`config.mk`:
```
export PLATFORM = sky130hd
export DESIGN_NAME = rom_burn_seq
export DESIGN_NICKNAME = d
export VERILOG_FILES = /design/src/rtl/rbs_pkg.sv /design/src/rtl/rbs_delay.sv /design/src/rtl/rbs_img_port.sv /design/src/rtl/rbs_ctrl.sv /design/src/rtl/rom_burn_seq.sv
export SDC_FILE = /design/constraint.sdc
export NUM_CORES = 1
export LEC_CHECK = 0
export CAP_MARGIN = 20
export CORE_ASPECT_RATIO = 1.2
export CORE_UTILIZATION = 53
export DETAILED_ROUTE_END_ITERATION = 8
export PLACE_DENSITY = 0.9
export SLEW_MARGIN = 20
export SYNTH_ARGS = -nofsm -noshare
export SYNTH_HDL_FRONTEND = slang
export SYNTH_SLANG_ARGS = --single-unit
export TNS_END_PERCENT = 1
```
`constraint.sdc`:
```
create_clock -name clk -period 3.5 [get_ports clk]
set_input_delay 0.525 -clock clk [delete_from_list [all_inputs] [get_ports clk]]
set_output_delay 0.525 -clock clk [all_outputs]
set_load 0.02 [all_outputs]
```
`src/rtl/rbs_pkg.sv`:
```
package rbs_pkg;

  // Sequencer phases; program phase first, compare phase after.
  typedef enum logic [3:0] {
    S_IDLE,
    S_PWR,
    S_FETCH,
    S_SETUP,
    S_PULSE,
    S_HOLD,
    S_VFY,
    S_DROP,
    S_CFETCH,
    S_CRD
  } seq_st_t;

  typedef enum logic [1:0] {
    P_IDLE,
    P_REQ,
    P_WAIT
  } port_st_t;

endpackage

```
`src/rtl/rbs_delay.sv`:
```
// Down-counter shared by every timed phase of the sequencer.
module rbs_delay #(
  parameter int W = 8
) (
  input  logic         clk,
  input  logic         rst_n,
  input  logic         load,
  input  logic [W-1:0] val,
  output logic         zero
);

  logic [W-1:0] cnt;

  always_ff @(posedge clk or negedge rst_n) begin
    if (!rst_n)          cnt <= '0;
    else if (load)       cnt <= val;
    else if (cnt != '0)  cnt <= cnt - 1'b1;
  end

  assign zero = (cnt == '0);

endmodule

```
`src/rtl/rbs_img_port.sv`:
```
// One-outstanding request/response fetch from the image store.
module rbs_img_port
  import rbs_pkg::*;
#(
  parameter int ADDR_W = 18,
  parameter int DATA_W = 8
) (
  input  logic              clk,
  input  logic              rst_n,
  input  logic              fetch,
  input  logic [ADDR_W-1:0] fetch_addr,
  output logic              got,
  output logic [DATA_W-1:0] byte_q,
  output logic              req_valid,
  input  logic              req_ready,
  output logic [ADDR_W-1:0] req_addr,
  input  logic              rsp_valid,
  output logic              rsp_ready,
  input  logic [DATA_W-1:0] rsp_data
);

  port_st_t st;

  always_ff @(posedge clk or negedge rst_n) begin
    if (!rst_n) begin
      st       <= P_IDLE;
      req_addr <= '0;
      byte_q   <= '0;
      got      <= 1'b0;
    end else begin
      got <= 1'b0;
      case (st)
        P_IDLE: if (fetch) begin
          req_addr <= fetch_addr;
          st       <= P_REQ;
        end
        P_REQ: if (req_ready) st <= P_WAIT;
        P_WAIT: if (rsp_valid) begin
          byte_q <= rsp_data;
          got    <= 1'b1;
          st     <= P_IDLE;
        end
        default: st <= P_IDLE;
      endcase
    end
  end

  assign req_valid = (st == P_REQ);
  assign rsp_ready = (st == P_WAIT);


  req_hold_chk: assert property (@(posedge clk) disable iff (!rst_n)
    (req_valid && !req_ready) |=> (req_valid && $stable(req_addr)));

endmodule

```
`src/rtl/rbs_ctrl.sv`:
```
// Program / verify / compare sequencing and device pin decode.
module rbs_ctrl
  import rbs_pkg::*;
#(
  parameter int ADDR_W     = 18,
  parameter int DATA_W     = 8,
  parameter int PULSE_CYC  = 5000,
  parameter int SETUP_CYC  = 100,
  parameter int HOLD_CYC   = 100,
  parameter int OE_DLY_CYC = 8,
  parameter int MAX_PULSES = 25,
  parameter int TMR_W      = 13
) (
  input  logic              clk,
  input  logic              rst_n,
  input  logic              start,
  output logic              done,
  output logic              pass,
  input  logic [DATA_W-1:0] din,
  input  logic [DATA_W-1:0] want,
  input  logic              got,
  output logic              fetch,
  output logic [ADDR_W-1:0] fetch_addr,
  input  logic              tmr_zero,
  output logic              tmr_load,
  output logic [TMR_W-1:0]  tmr_val,
  output logic [ADDR_W-1:0] dev_addr,
  output logic [DATA_W-1:0] dev_dout,
  output logic              dev_dout_en,
  output logic              dev_ce_n,
  output logic              dev_oe_n,
  output logic              dev_pgm_n,
  output logic              sup_vpp_hi,
  output logic              sup_vdd_prog
);

  localparam int PC_W = $clog2(MAX_PULSES + 1);
  localparam int LW_W = $clog2(PULSE_CYC + 2);
  localparam logic [ADDR_W-1:0] LAST_A   = {ADDR_W{1'b1}};
  localparam logic [PC_W-1:0]   LIMIT    = PC_W'(MAX_PULSES);
  localparam logic [TMR_W-1:0]  LD_SETUP = TMR_W'(SETUP_CYC - 1);
  localparam logic [TMR_W-1:0]  LD_PULSE = TMR_W'(PULSE_CYC - 1);
  localparam logic [TMR_W-1:0]  LD_HOLD  = TMR_W'(HOLD_CYC - 1);
  localparam logic [TMR_W-1:0]  LD_OE    = TMR_W'(OE_DLY_CYC - 1);

  seq_st_t           st, st_nx;
  logic [ADDR_W-1:0] addr, addr_nx;
  logic [PC_W-1:0]   pulses, pulses_nx;
  logic              done_q, done_nx, pass_q, pass_nx;
  logic              match;

  assign match = (din == want);

  always_comb begin
    st_nx     = st;
    addr_nx   = addr;
    pulses_nx = pulses;
    done_nx   = done_q;
    pass_nx   = pass_q;
    tmr_load  = 1'b0;
    tmr_val   = '0;
    fetch     = 1'b0;
    case (st)
      S_IDLE: if (start) begin
        st_nx     = S_PWR;
        addr_nx   = '0;
        pulses_nx = '0;
        done_nx   = 1'b0;
        pass_nx   = 1'b0;
        tmr_load  = 1'b1;
        tmr_val   = LD_SETUP;
      end
      S_PWR: if (tmr_zero) begin
        st_nx = S_FETCH;
        fetch = 1'b1;
      end
      S_FETCH: if (got) begin
        st_nx    = S_SETUP;
        tmr_load = 1'b1;
        tmr_val  = LD_SETUP;
      end
      S_SETUP: if (tmr_zero) begin
        st_nx     = S_PULSE;
        pulses_nx = pulses + 1'b1;
        tmr_load  = 1'b1;
        tmr_val   = LD_PULSE;
      end
      S_PULSE: if (tmr_zero) begin
        st_nx    = S_HOLD;
        tmr_load = 1'b1;
        tmr_val  = LD_HOLD;
      end
      S_HOLD: if (tmr_zero) begin
        st_nx    = S_VFY;
        tmr_load = 1'b1;
        tmr_val  = LD_OE;
      end
      S_VFY: if (tmr_zero) begin
        if (match) begin
          pulses_nx = '0;
          if (addr == LAST_A) begin
            st_nx    = S_DROP;
            addr_nx  = '0;
            tmr_load = 1'b1;
            tmr_val  = LD_SETUP;
          end else begin
            st_nx   = S_FETCH;
            addr_nx = addr + 1'b1;
            fetch   = 1'b1;
          end
        end else if (pulses == LIMIT) begin
          st_nx   = S_IDLE;
          done_nx = 1'b1;
          pass_nx = 1'b0;
        end else begin
          st_nx    = S_SETUP;
          tmr_load = 1'b1;
          tmr_val  = LD_SETUP;
        end
      end
      S_DROP: if (tmr_zero) begin
        st_nx = S_CFETCH;
        fetch = 1'b1;
      end
      S_CFETCH: if (got) begin
        st_nx    = S_CRD;
        tmr_load = 1'b1;
        tmr_val  = LD_OE;
      end
      S_CRD: if (tmr_zero) begin
        if (!match) begin
          st_nx   = S_IDLE;
          done_nx = 1'b1;
          pass_nx = 1'b0;
        end else if (addr == LAST_A) begin
          st_nx   = S_IDLE;
          done_nx = 1'b1;
          pass_nx = 1'b1;
        end else begin
          st_nx   = S_CFETCH;
          addr_nx = addr + 1'b1;
          fetch   = 1'b1;
        end
      end
      default: st_nx = S_IDLE;
    endcase
  end

  assign fetch_addr = addr_nx;

  always_ff @(posedge clk or negedge rst_n) begin
    if (!rst_n) begin
      st     <= S_IDLE;
      addr   <= '0;
      pulses <= '0;
      done_q <= 1'b0;
      pass_q <= 1'b0;
    end else begin
      st     <= st_nx;
      addr   <= addr_nx;
      pulses <= pulses_nx;
      done_q <= done_nx;
      pass_q <= pass_nx;
    end
  end

  // Pin decode from the registered phase.
  assign done         = done_q;
  assign pass         = pass_q;
  assign dev_addr     = addr;
  assign dev_dout     = want;
  assign dev_dout_en  = (st == S_SETUP) || (st == S_PULSE) || (st == S_HOLD);
  assign dev_pgm_n    = (st != S_PULSE);
  assign dev_oe_n     = !((st == S_VFY) || (st == S_CRD));
  assign dev_ce_n     = !(dev_dout_en || (st == S_VFY) || (st == S_CFETCH) || (st == S_CRD));
  assign sup_vpp_hi   = (st == S_PWR) || (st == S_FETCH) || dev_dout_en || (st == S_VFY);
  assign sup_vdd_prog = (st != S_IDLE);

  // Strobe-low length tracker used only by the checks below.
  logic [LW_W-1:0] low_len;
  always_ff @(posedge clk or negedge rst_n) begin
    if (!rst_n)          low_len <= '0;
    else if (!dev_pgm_n) low_len <= low_len + 1'b1;
    else                 low_len <= '0;
  end


  pulse_width_chk: assert property (@(posedge clk) disable iff (!rst_n)
    $rose(dev_pgm_n) |-> (low_len == LW_W'(PULSE_CYC)));


  strobe_pins_chk: assert property (@(posedge clk) disable iff (!rst_n)
    !dev_pgm_n |-> (dev_oe_n && !dev_ce_n && dev_dout_en));


  strobe_supply_chk: assert property (@(posedge clk) disable iff (!rst_n)
    !dev_pgm_n |-> (sup_vpp_hi && sup_vdd_prog));


  hold_data_chk: assert property (@(posedge clk) disable iff (!rst_n)
    $rose(dev_pgm_n) |-> (dev_dout_en && $stable(dev_dout) && $stable(dev_addr)));


  bus_release_chk: assert property (@(posedge clk) disable iff (!rst_n)
    !dev_oe_n |-> !dev_dout_en);


  pulse_limit_chk: assert property (@(posedge clk) disable iff (!rst_n)
    $fell(dev_pgm_n) |-> (pulses <= LIMIT));


  end_idle_chk: assert property (@(posedge clk) disable iff (!rst_n)
    $rose(done) |-> (dev_ce_n && dev_oe_n && dev_pgm_n && !sup_vpp_hi && !sup_vdd_prog && !dev_dout_en));

endmodule

```
`src/rtl/rom_burn_seq.sv`:
```
module rom_burn_seq
  import rbs_pkg::*;
#(
  parameter int ADDR_W     = 18,
  parameter int DATA_W     = 8,
  parameter int CLK_MHZ    = 50,
  parameter int PULSE_US   = 100,
  parameter int SETUP_US   = 2,
  parameter int HOLD_US    = 2,
  parameter int OE_DLY_CYC = 8,
  parameter int MAX_PULSES = 25
) (
  input  logic              clk,
  input  logic              rst_n,
  input  logic              start,
  output logic              done,
  output logic              pass,
  output logic              img_req_valid,
  input  logic              img_req_ready,
  output logic [ADDR_W-1:0] img_req_addr,
  input  logic              img_rsp_valid,
  output logic              img_rsp_ready,
  input  logic [DATA_W-1:0] img_rsp_data,
  output logic [ADDR_W-1:0] dev_addr,
  output logic [DATA_W-1:0] dev_dout,
  output logic              dev_dout_en,
  input  logic [DATA_W-1:0] dev_din,
  output logic              dev_ce_n,
  output logic              dev_oe_n,
  output logic              dev_pgm_n,
  output logic              sup_vpp_hi,
  output logic              sup_vdd_prog
);

  localparam int PULSE_CYC = CLK_MHZ * PULSE_US;
  localparam int SETUP_CYC = CLK_MHZ * SETUP_US;
  localparam int HOLD_CYC  = CLK_MHZ * HOLD_US;
  localparam int MAX_A     = (PULSE_CYC > SETUP_CYC) ? PULSE_CYC : SETUP_CYC;
  localparam int MAX_B     = (HOLD_CYC > OE_DLY_CYC) ? HOLD_CYC : OE_DLY_CYC;
  localparam int MAX_CYC   = (MAX_A > MAX_B) ? MAX_A : MAX_B;
  localparam int TMR_W     = $clog2(MAX_CYC + 1);

  logic              tmr_load, tmr_zero;
  logic [TMR_W-1:0]  tmr_val;
  logic              fetch, got;
  logic [ADDR_W-1:0] fetch_addr;
  logic [DATA_W-1:0] want;

  rbs_delay #(.W(TMR_W)) u_delay (
    .clk  (clk),
    .rst_n(rst_n),
    .load (tmr_load),
    .val  (tmr_val),
    .zero (tmr_zero)
  );

  rbs_img_port #(.ADDR_W(ADDR_W), .DATA_W(DATA_W)) u_port (
    .clk       (clk),
    .rst_n     (rst_n),
    .fetch     (fetch),
    .fetch_addr(fetch_addr),
    .got       (got),
    .byte_q    (want),
    .req_valid (img_req_valid),
    .req_ready (img_req_ready),
    .req_addr  (img_req_addr),
    .rsp_valid (img_rsp_valid),
    .rsp_ready (img_rsp_ready),
    .rsp_data  (img_rsp_data)
  );

  rbs_ctrl #(
    .ADDR_W    (ADDR_W),
    .DATA_W    (DATA_W),
    .PULSE_CYC (PULSE_CYC),
    .SETUP_CYC (SETUP_CYC),
    .HOLD_CYC  (HOLD_CYC),
    .OE_DLY_CYC(OE_DLY_CYC),
    .MAX_PULSES(MAX_PULSES),
    .TMR_W     (TMR_W)
  ) u_ctrl (
    .clk         (clk),
    .rst_n       (rst_n),
    .start       (start),
    .done        (done),
    .pass        (pass),
    .din         (dev_din),
    .want        (want),
    .got         (got),
    .fetch       (fetch),
    .fetch_addr  (fetch_addr),
    .tmr_zero    (tmr_zero),
    .tmr_load    (tmr_load),
    .tmr_val     (tmr_val),
    .dev_addr    (dev_addr),
    .dev_dout    (dev_dout),
    .dev_dout_en (dev_dout_en),
    .dev_ce_n    (dev_ce_n),
    .dev_oe_n    (dev_oe_n),
    .dev_pgm_n   (dev_pgm_n),
    .sup_vpp_hi  (sup_vpp_hi),
    .sup_vdd_prog(sup_vdd_prog)
  );

endmodule

```
==> reports/results.ini, run 1 <==
[placement]
dp_hpwl_um=7960
place_congestion=0.912
numPortBuffers=74
place_ws_ns=0.357
dp_cells=582

[cts]
post-cts-setup-buffers=0
cts_max_level=3
numCtsBuffers=9
cts_hold_buf=0
cts_tree=built
clkSinkCount=71
clkTransAtPathRegs_ns=0.08
clock_path_buffers=2
cts_resized=0
cts_root_buffer=clkbuf_8
clock_latency_ns=0.35

[timing]
fin_crit_sh_pct=93.0
fin_ws_ns=0.246
rsz0062_at_grt=false
setup_viol=0
finClkSkew_ns=0.00799
tns_ns=0
slew_headroom_pct=43.4
slew_violations=0
worstMarginPinSlew_ns=0.846
max_freq_ghz=0.307
hold_viol_final=0
layout_min_cycle_time_ns=3.25

[route]
routedWlPerCell_um=18.5
num_vias=3819
drt_pass1_iterations=6
wl_um=11100
drc=0
post_drt_via_cell_ratio=6.39
drt_iter0_markers=390
antenna_left=0

[synthesis]
syn_avg_cell_area_um2=9.72
synthesis.area_um2=4140
yosys_warnings=0
syn_inst=426
ys_ff_latch=71
synthArstFlopShare_pct=100
ys_types=67
synth_edf_count=0
synth-seq-area-share_pct=42.9
syn_nets=452
synth_ff_type=dfrtp_1

[floorplanning]
start_util_pct=55.9
pin_count=75
design.core.area_um2=7400
die_w_um=82.7
rows=34
die-area_um2=8170
die_h_um=98.8

[setup_path]
r2r_cells=8
r2r_slack_ns=0.25
crit_type=register to register
r2r_start=u_ctrl.st[2]
cp-end-kind=register
worstSetupStartpointType=register
critPathMaxFanout=20
cp.required_ns=3.74
critPathArrivalTime_ns=3.49
rr_endpoint=u_port.req_addr[12]

[final_layout]
stdcell_count=598
num-nets-final=529
diodes=0
area_growth_pct=24.8
drive_gt1_share_pct=13.2
nFillCells=576

[global_route]
grt_pass1_wl_um=18700
first_global_vias=3752
grt_usage_pct=30.0
grt.overflow.total=0
grt_max_degree=36
antenna_found_initial=0

[power_and_ir_drop]
power_density_nw_per_um2=497
cellLeakagePower_nw=2.22
max-vdd-ir-drop_v=0.000334

[min_path]
min_path_type=primary input to async pin

[run]
drv_cap=0

[run_status]
status=completed

[metal layers]
metal,part of all wire (%),up-vias,track usage [%],wire [µm]
met4,2.6,0,12.6,293
li1,-,1746,-,-
met5,0,-,0,0
met1,41,1837,40.0,4500
met2,49,202,47.6,5430
met3,7.7,34,4.91,851
[flip-flops by register name (all words and copies together) (netlist names)]
name	cells
u_port.st	2
u_ctrl.done	1
u_delay.cnt	13
u_ctrl.pulses	5
u_port.got	1
u_ctrl.st	4
u_port.byte_q	8
u_ctrl.pass	1
u_ctrl.dev_addr	18
u_port.req_addr	18
[cell type report]
cell class,instances,area [µm²],area share (%)
clock inverter,4,70.1,1.36
multi-input combinational,322,2200,42.7
timing repair buffer,84,811,15.7
sequential,71,1780,34.4
tap,90,113,2.18
clock buffer,12,135,2.62
inverter,15,56.3,1.09
[cell usage in the layout, fill, tap and decap left out, drive strengths merged, types with 4 or more instances in the layout]
cell,instances
a211oi,4
a21oi,19
a31oi,14
and2,8
and3,6
buf,11
clkbuf,12
clkdlybuf4s50,73
dfrtp,71
ha,5
inv,15
mux2,28
nand2,42
nand3,14
nand4,8
nor2,31
nor3,25
nor4,12
o211ai,5
o21ai,18
o31ai,4
or3,7
xnor2,11
xor2,7
[synth_stat cells, types with 4 or more instances]
cell / count / area (µm²)
dfrtp_1: 71 / 1780
nand3_1: 14 / 70.1
o211ai_1: 5 / 37.5
a21oi_1: 19 / 95.1
o31ai_1: 4 / 30.0
a211oi_1: 4 / 30.0
a31oi_1: 14 / 87.6
buf_2: 8 / 40.0
xor2_1: 7 / 61.3
clkbuf_1: 5 / 18.8
or3_1: 7 / 43.8
mux2_4: 8 / 120
nand2_1: 41 / 154
o21ai_0: 18 / 90.1
nor3_1: 23 / 115
ha_1: 5 / 62.6
and3_1: 6 / 37.5
nor2_1: 30 / 113
xnor2_1: 11 / 96.3
and2_1: 8 / 50.1
inv_1: 15 / 56.3
nand4_1: 8 / 50.1
mux2_2: 20 / 225
nor4_1: 10 / 62.6
[per-stage QoR]
| stage | area [µm²] | hold slack, ns | utilization, % | power, mW |
|---|---|---|---|---|
| after floorplan | 4140 | 0.229 | - | 1.57 |
| final | 5170 | 0.0180 | 69.8 | 2.57 |
| after global routing | 5170 | 0.0218 | 69.8 | 2.69 |
| after CTS | 5170 | 0.0150 | 69.8 | 2.56 |
| after detailed placement | 4960 | 0.397 | 67.0 | 1.85 |
| after global placement | 4960 | 0.393 | 67.0 | 1.81 |
[how the worst max path moves through the flow]
| stage | start | endpoint | slack, ns | cells past startpoint |
|---|---|---|---|---|
| floorplan | u_ctrl.dev_addr[1] | u_port.req_addr[0] | 1.01 | 10 |
| global placement | u_ctrl.st[2] | u_port.req_addr[12] | 0.54 | 8 |
| detailed placement | u_ctrl.st[2] | u_port.req_addr[12] | 0.36 | 8 |
| CTS | u_ctrl.st[2] | u_port.req_addr[12] | 0.34 | 8 |
| global route | u_ctrl.st[2] | u_port.req_addr[12] | 0.11 | 8 |
| finish | u_ctrl.st[2] | u_port.req_addr[12] | 0.25 | 8 |
[report_power, final]
| part | switching [mW] | internal [mW] |
|---|---|---|
| clock network | 0.307 | 0.400 |
| logic | 0.467 | 0.364 |
| registers | 0.129 | 0.903 |
[worst max-delay path: stages (launching register included)]
cell	delay, ns
dfrtp_1	0.75
nand4bb_1	0.37
nand2_2	0.37
inv_1	0.10
a21oi_1	0.34
a21oi_1	0.16
or3_1	0.47
buf_4	0.27
mux2_4	0.32
[kinds of logic (layout without fill, tap and decap cells)]
| group | Yosys count | count (layout) | share of synthesized area (%) |
|---|---|---|---|
| adder cells (fa/ha/maj) | 5 | 5 | 1.51 |
| buffers and inverters | 33 | 115 | 3.81 |
| multiplexers | 31 | 31 | 9.07 |
| XOR/XNOR | 18 | 18 | 3.81 |
| AND/OR/NAND/NOR | 175 | 175 | 24.0 |
| flip-flops | 71 | 71 | 42.9 |
| AO/OA/AOI/OAI | 93 | 93 | 14.9 |
No activity file was read; power rests on OpenSTA's default activity.
==> inputs of run 2 (changes only) <==
SKIP_CTS_REPAIR_TIMING = 1   (was not set)
==> results of run 2 <==
Same layout as run 1: the final DEF is identical, and so are final timing and power.
